$ cat config.mk
export PLATFORM = sky130hd
export DESIGN_NAME = keyed_wp_unit
export DESIGN_NICKNAME = d
export VERILOG_FILES = /design/src/rtl/wp_pkg.sv /design/src/rtl/wp_addr_decode.sv /design/src/rtl/wp_ctrl_reg.sv /design/src/rtl/wp_viol_log.sv /design/src/rtl/keyed_wp_unit.sv
export SDC_FILE = /design/constraint.sdc
export NUM_CORES = 1
export LEC_CHECK = 0
export BUFFER_PORTS_ARGS = -buffer_cell sky130_fd_sc_hd__buf_2
export CAP_MARGIN = 20
export CELL_PAD_IN_SITES_DETAIL_PLACEMENT = 0
export CELL_PAD_IN_SITES_GLOBAL_PLACEMENT = 2
export CORE_UTILIZATION = 15
export CTS_BUF_LIST = sky130_fd_sc_hd__clkbuf_8
export CTS_CLUSTER_SIZE = 40
export DETAILED_ROUTE_END_ITERATION = 8
export PLACE_DENSITY_LB_ADDON = 0.1
export RECOVER_POWER = 50
export SETUP_SLACK_MARGIN = 0.15
export SYNTH_ARGS = -nofsm -noshare
export SYNTH_HDL_FRONTEND = slang
export SYNTH_SLANG_ARGS = --single-unit
$ cat constraint.sdc
create_clock -name clk -period 1.8 [get_ports clk]
set_clock_uncertainty 0.1 [all_clocks]
set_input_delay 0.36 -clock clk [delete_from_list [all_inputs] [get_ports clk]]
set_output_delay 0.36 -clock clk [all_outputs]
set_load 0.05 [all_outputs]
$ cat src/rtl/wp_pkg.sv
// Package: shared constants for the keyed write guard.
// Assumes byte offsets that fit in the block's address width (8 bits or more).
package wp_pkg;
    localparam int          DATA_W   = 32;
    localparam int          KEY_W    = 24;
    localparam int          SRC_W    = 16;
    localparam logic [23:0] GUARD_KEY = 24'h4D4349;
    localparam int          CTRL_OFS = 32'hE4;
    localparam int          STAT_OFS = 32'hE8;
endpackage

$ cat src/rtl/wp_addr_decode.sv
// Module: wp_addr_decode
// Decodes a write byte offset into a one-hot word select and flags whether it
// hits the protected list, the guard control register or the guard status register.
// Assumes word-aligned offsets; the word select ignores addr[1:0].
module wp_addr_decode #(
    parameter int ADDR_W   = 8,
    parameter int NWORDS   = 64,
    parameter int NUM_PROT = 6,
    parameter int PROT_OFS [NUM_PROT] = '{32'h04, 32'h08, 32'h0C, 32'h1C, 32'h50, 32'h54}
) (
    input  logic [ADDR_W-1:0] addr,
    output logic [NWORDS-1:0] word_sel,
    output logic              hit_prot,
    output logic              hit_ctrl,
    output logic              hit_stat
);
    import wp_pkg::*;
    localparam int WIDX_W = ADDR_W - 2;

    logic [NUM_PROT-1:0] prot_match;

    // One select line per register word.
    for (genvar g = 0; g < NWORDS; g++) begin : g_word
        assign word_sel[g] = (addr[ADDR_W-1:2] == WIDX_W'(g));
    end

    // One comparator per protected offset.
    for (genvar p = 0; p < NUM_PROT; p++) begin : g_prot
        assign prot_match[p] = (addr == ADDR_W'(PROT_OFS[p]));
    end

    assign hit_prot = |prot_match;
    assign hit_ctrl = (addr == ADDR_W'(CTRL_OFS));
    assign hit_stat = (addr == ADDR_W'(STAT_OFS));
endmodule

$ cat src/rtl/wp_ctrl_reg.sv
// Module: wp_ctrl_reg
// Holds the protect-enable bit. It updates only on a control-register write
// whose upper 24 bits equal the guard key.
module wp_ctrl_reg (
    input  logic        clk,
    input  logic        rst_n,
    input  logic        ctrl_wr,
    input  logic [23:0] key_in,
    input  logic        en_in,
    output logic        prot_en
);
    import wp_pkg::*;

    // Keyed update of the enable bit.
    always_ff @(posedge clk) begin
        if (!rst_n)
            prot_en <= 1'b0;
        else if (ctrl_wr && (key_in == GUARD_KEY))
            prot_en <= en_in;
    end
endmodule

$ cat src/rtl/wp_viol_log.sv
// Module: wp_viol_log
// Records the most recent refused write. A new refusal takes priority over a
// clear-on-read in the same cycle, so no event is lost.
module wp_viol_log #(
    parameter int SRC_W = 16
) (
    input  logic             clk,
    input  logic             rst_n,
    input  logic             refuse,
    input  logic [SRC_W-1:0] refuse_ofs,
    input  logic             clear_rd,
    output logic             viol_flag,
    output logic [SRC_W-1:0] viol_src
);
    // Log with refusal over clear priority.
    always_ff @(posedge clk) begin
        if (!rst_n) begin
            viol_flag <= 1'b0;
            viol_src  <= '0;
        end else if (refuse) begin
            viol_flag <= 1'b1;
            viol_src  <= refuse_ofs;
        end else if (clear_rd) begin
            viol_flag <= 1'b0;
            viol_src  <= '0;
        end
    end
endmodule

$ cat src/rtl/keyed_wp_unit.sv
// Module: keyed_wp_unit (top)
// Write guard for a peripheral's register bank. It produces a one-hot write
// allow per register word, refuses writes to protected offsets while the
// keyed enable is set, and logs each refusal.
// Assumes 8 <= ADDR_W <= 16 and that the read and write channels are independent.
module keyed_wp_unit #(
    parameter int ADDR_W   = 8,
    parameter int NUM_PROT = 6,
    parameter int PROT_OFS [NUM_PROT] = '{32'h04, 32'h08, 32'h0C, 32'h1C, 32'h50, 32'h54},
    localparam int NWORDS  = 2 ** (ADDR_W - 2)
) (
    input  logic              clk,
    input  logic              rst_n,
    input  logic              wr_en,
    input  logic [ADDR_W-1:0] wr_addr,
    input  logic [31:0]       wr_data,
    input  logic              rd_en,
    input  logic [ADDR_W-1:0] rd_addr,
    output logic [31:0]       rd_data,
    output logic [NWORDS-1:0] wr_allow
);
    import wp_pkg::*;

    logic [NWORDS-1:0] word_sel;
    logic              hit_prot, hit_ctrl, hit_stat;
    logic              prot_en;
    logic              refuse;
    logic              stat_rd;
    logic              viol_flag;
    logic [SRC_W-1:0]  viol_src;
    logic              unused_wdata;

    assign unused_wdata = ^wr_data[7:1];

    wp_addr_decode #(
        .ADDR_W(ADDR_W), .NWORDS(NWORDS), .NUM_PROT(NUM_PROT), .PROT_OFS(PROT_OFS)
    ) u_dec (
        .addr(wr_addr), .word_sel(word_sel),
        .hit_prot(hit_prot), .hit_ctrl(hit_ctrl), .hit_stat(hit_stat)
    );

    wp_ctrl_reg u_ctrl (
        .clk(clk), .rst_n(rst_n),
        .ctrl_wr(wr_en && hit_ctrl),
        .key_in(wr_data[31:8]), .en_in(wr_data[0]),
        .prot_en(prot_en)
    );

    assign refuse  = wr_en && hit_prot && prot_en;
    assign stat_rd = rd_en && (rd_addr == ADDR_W'(STAT_OFS));

    wp_viol_log #(.SRC_W(SRC_W)) u_log (
        .clk(clk), .rst_n(rst_n),
        .refuse(refuse), .refuse_ofs(SRC_W'(wr_addr)),
        .clear_rd(stat_rd),
        .viol_flag(viol_flag), .viol_src(viol_src)
    );

    // Write-allow gating: refused writes and guard-owned offsets pass nothing.
    always_comb begin
        if (wr_en && !refuse && !hit_ctrl && !hit_stat)
            wr_allow = word_sel;
        else
            wr_allow = '0;
    end

    // Read mux for the two guard registers.
    always_comb begin
        rd_data = '0;
        if (rd_en && (rd_addr == ADDR_W'(CTRL_OFS)))
            rd_data = {31'd0, prot_en};
        else if (stat_rd)
            rd_data = {8'd0, viol_src, 7'd0, viol_flag};
    end
endmodule

==> flow_summary_export.csv <==
group,metric,value,unit
logic_synthesis,syn_avg_cell_area,6.72,µm²
sta,layout_min_cycle_time,2010,ps
setup_path,r2r_start,"u_ctrl.prot_en",
die,initial_core_util,0.156,
placed_design,dp_hpwl,4810,µm
setup_path,worstSetupStartpoint,"wr_addr[6]",
logic_synthesis,yosys.area_share.simple,0.566,
setup_path,end_kind,"output port",
cts,clk_latency,230,ps
die,die-area,9520,µm²
sta,setup_ws,-213,ps
placed_design,preCtsSetupSlack,-276,ps
cts,cts_sinks,10,
die,die_h,97.6,µm
sta,setup_violations,39,
sta,drv_slew,0,
cells_and_area,antennaDiodeCount,0,
placed_design,gp_congestion,0.703,
grt,grt.overflow.total,0,
grt,grt_pass1_wl,10800,µm
sta,fin_crit_sh,1.12,
sta,setup-tns-final,-3280,ps
cells_and_area,stdcell_count,518,
cells_and_area,final_cell_mix,"buf_6 (88), nor2_4 (57), buf_4 (40), buf_2 (36), buf_8 (27)",
route,first_pass_iters,3,
logic_synthesis,synth_warnings,0,
setup_path,critPathLaunchType,"input port",
route,drcViolationCount,0,
logic_synthesis,synth-adder-area-share,0,
logic_synthesis,synth_top_family_by_area,"simple AND/OR/NAND/NOR gates",
cts,hold_buffers,0,
logic_synthesis,yosysUniqueCellTypes,40,
sta,hold_violations,0,
setup_path,worstPathMaxFanout,7,
die,pin_count,148,
cells_and_area,final_common_cell,"buf_6",
cts,numCtsBuffers,3,
logic_synthesis,synthMuxAreaShare,0.0365,
sta,timing.fmax,0.497,GHz
grt,grt_max_degree,13,
setup_path,criticalPathCategory,"input port to output port",
run_status,status,"complete, but fails checks",
die,core-area,8760,µm²
cells_and_area,area_delta_synth_final,226,%
placed_design,dp_cells,471,
run_status,failed_checks,"negative setup slack",
power,p_leak,1.82,nW
cts,cts_tree,"done",
cells_and_area,nets,463,
route,num_vias,2091,
cts,clockRootBuffer,"clkbuf_8",
placed_design,io_buffers,117,
setup_path,cp.arrival,1550,ps
hold_path,min-delay-start,"wr_data[0]",
logic_synthesis,ys_seq_area_frac,0.146,
sta,rsz0062_at_grt,"true",
route,wl_per_cell,13.0,µm
power,ir_drop,0.554,mV
cells_and_area,final_util,0.509,
logic_synthesis,ys_ff_latch,10,
cts,htreeDepth,1,
route,wl,6730,µm
grt,antenna_found_initial,0,
grt,grt_usage,0.139,
power,p_per_area,258,nW/µm²
logic_synthesis,synth_cells,204,
cells_and_area,drive_gt1_frac,0.805,
route,routed_via_density,4.04,
route,antenna_left,0,
logic_synthesis,synth_area,1370,µm²
setup_path,cp.required,1340,ps
hold_path,hold_class,"input port to flip-flop",
die,die_w,97.6,µm
run,max-cap-violations,0,
cts,clock_path_buffers,2,
logic_synthesis,synth_compound_area_frac,0.0374,
logic_synthesis,yosys.area_share.xor_xnor,0.00639,
grt,grt_pass1_vias,2121,
die,std_cell_rows,34,
cts,clk_pin_slew,50,ps
route,drtIter0Drc,26,
## layout make-up
class | count | area (µm²)
multi-input combinational | 181 | 1760
tap | 108 | 135
clock buffer | 4 | 55.1
fill | 821 | 4300
inverter | 1 | 3.75
sequential | 10 | 200
timing repair buffer | 214 | 2310
## where the power goes
group	switching [mW]	leakage [nW]	internal, mW
Combinational	0.365	1.71	0.287
Sequential	0.00000000000103	0.0805	0.222
Clock	0.0840	0.0288	0.192
## metrics by stage
step,hold WS [ps],area [µm²],power [mW]
2_1_floorplan,343,2100,0.570
5_1_grt,330,4460,1.20
4_1_cts,283,4310,1.12
3_3_place_gp,363,2980,0.670
6_report,279,4460,1.15
3_5_place_dp,364,2980,0.672
## layer usage
metal	routed length [µm]	track usage	vias up
met5	0	0	-
li1	-	-	1054
met4	14	0.00679	0
met1	2710	0.165	950
met2	3630	0.271	85
met3	378	0.0237	2
## worst paths after layout
path | endpoint | slack [ps] | depth (start not counted)
setup reg to reg | u_log.viol_src[3] | 130 | 6
hold / removal | u_ctrl.prot_en | 280 | 3
setup / recovery | wr_allow[7] | -210 | 7
hold reg to reg | u_log.viol_src[6] | 370 | 2
## cell usage after synthesis
library cell  count  area (µm²)
nand2_1          19        71.3
a21oi_1           1        5.00
nor4b_1           3        26.3
nor4_4            1        21.3
xor2_1            1        8.76
buf_4            24         180
and2b_1           1        7.51
nand2b_1          2        12.5
and4b_2           1        11.3
or2_2             2        12.5
nor2b_4           2        27.5
inv_1             1        3.75
clkbuf_8          3        41.3
a31oi_1           1        6.26
nor4_1            5        31.3
nor3b_2           1        12.5
nand2_4           1        11.3
and4b_1           1        10.0
buf_6             3        33.8
conb_1            1        3.75
nand4_1           3        18.8
nor2b_1           1        6.26
nor3b_1           5        37.5
clkbuf_1          3        11.3
nor4bb_1          1        10.0
mux2i_1           5        50.1
and4bb_2          2        25.0
buf_2             2        10.0
and2b_2           1        8.76
o21a_1            1        7.51
a21o_2            1        8.76
and2_1            9        56.3
a21oi_4           1        16.3
nor4b_2           1        15.0
nor2_1           60         225
dfxtp_1          10         200
nand3b_1          1        7.51
nor3_1            5        25.0
o21bai_1          1        7.51
nand3_1          17        85.1
## critical path, cell delays in order
cell and delay [ps]:
buf_12 110, and4bb_2 250, nand3_2 90, nand2_4 80, buf_12 140, nor4b_4 310, buf_6 210
## kinds of logic after synthesis
logic type             Yosys count
AO/OA/AOI/OAI                    6
XOR/XNOR                         1
buffers and inverters           36
flip-flops                      10
multiplexers                     5
other                            1
AND/OR/NAND/NOR                145
## what timing repair did
action	CTS	global route
endpoints found under the setup margin	74	78
cloned	3	0
pin swaps	54	34
gates resized for setup	270	30
setup buffers	28	12
## state kept, by name, indices dropped and copies added, names as in the netlist
register / count
u_ctrl.prot_en: 1
u_log.viol_src: 8
u_log.viol_flag: 1
No activity file was read; power rests on OpenSTA's default activity.
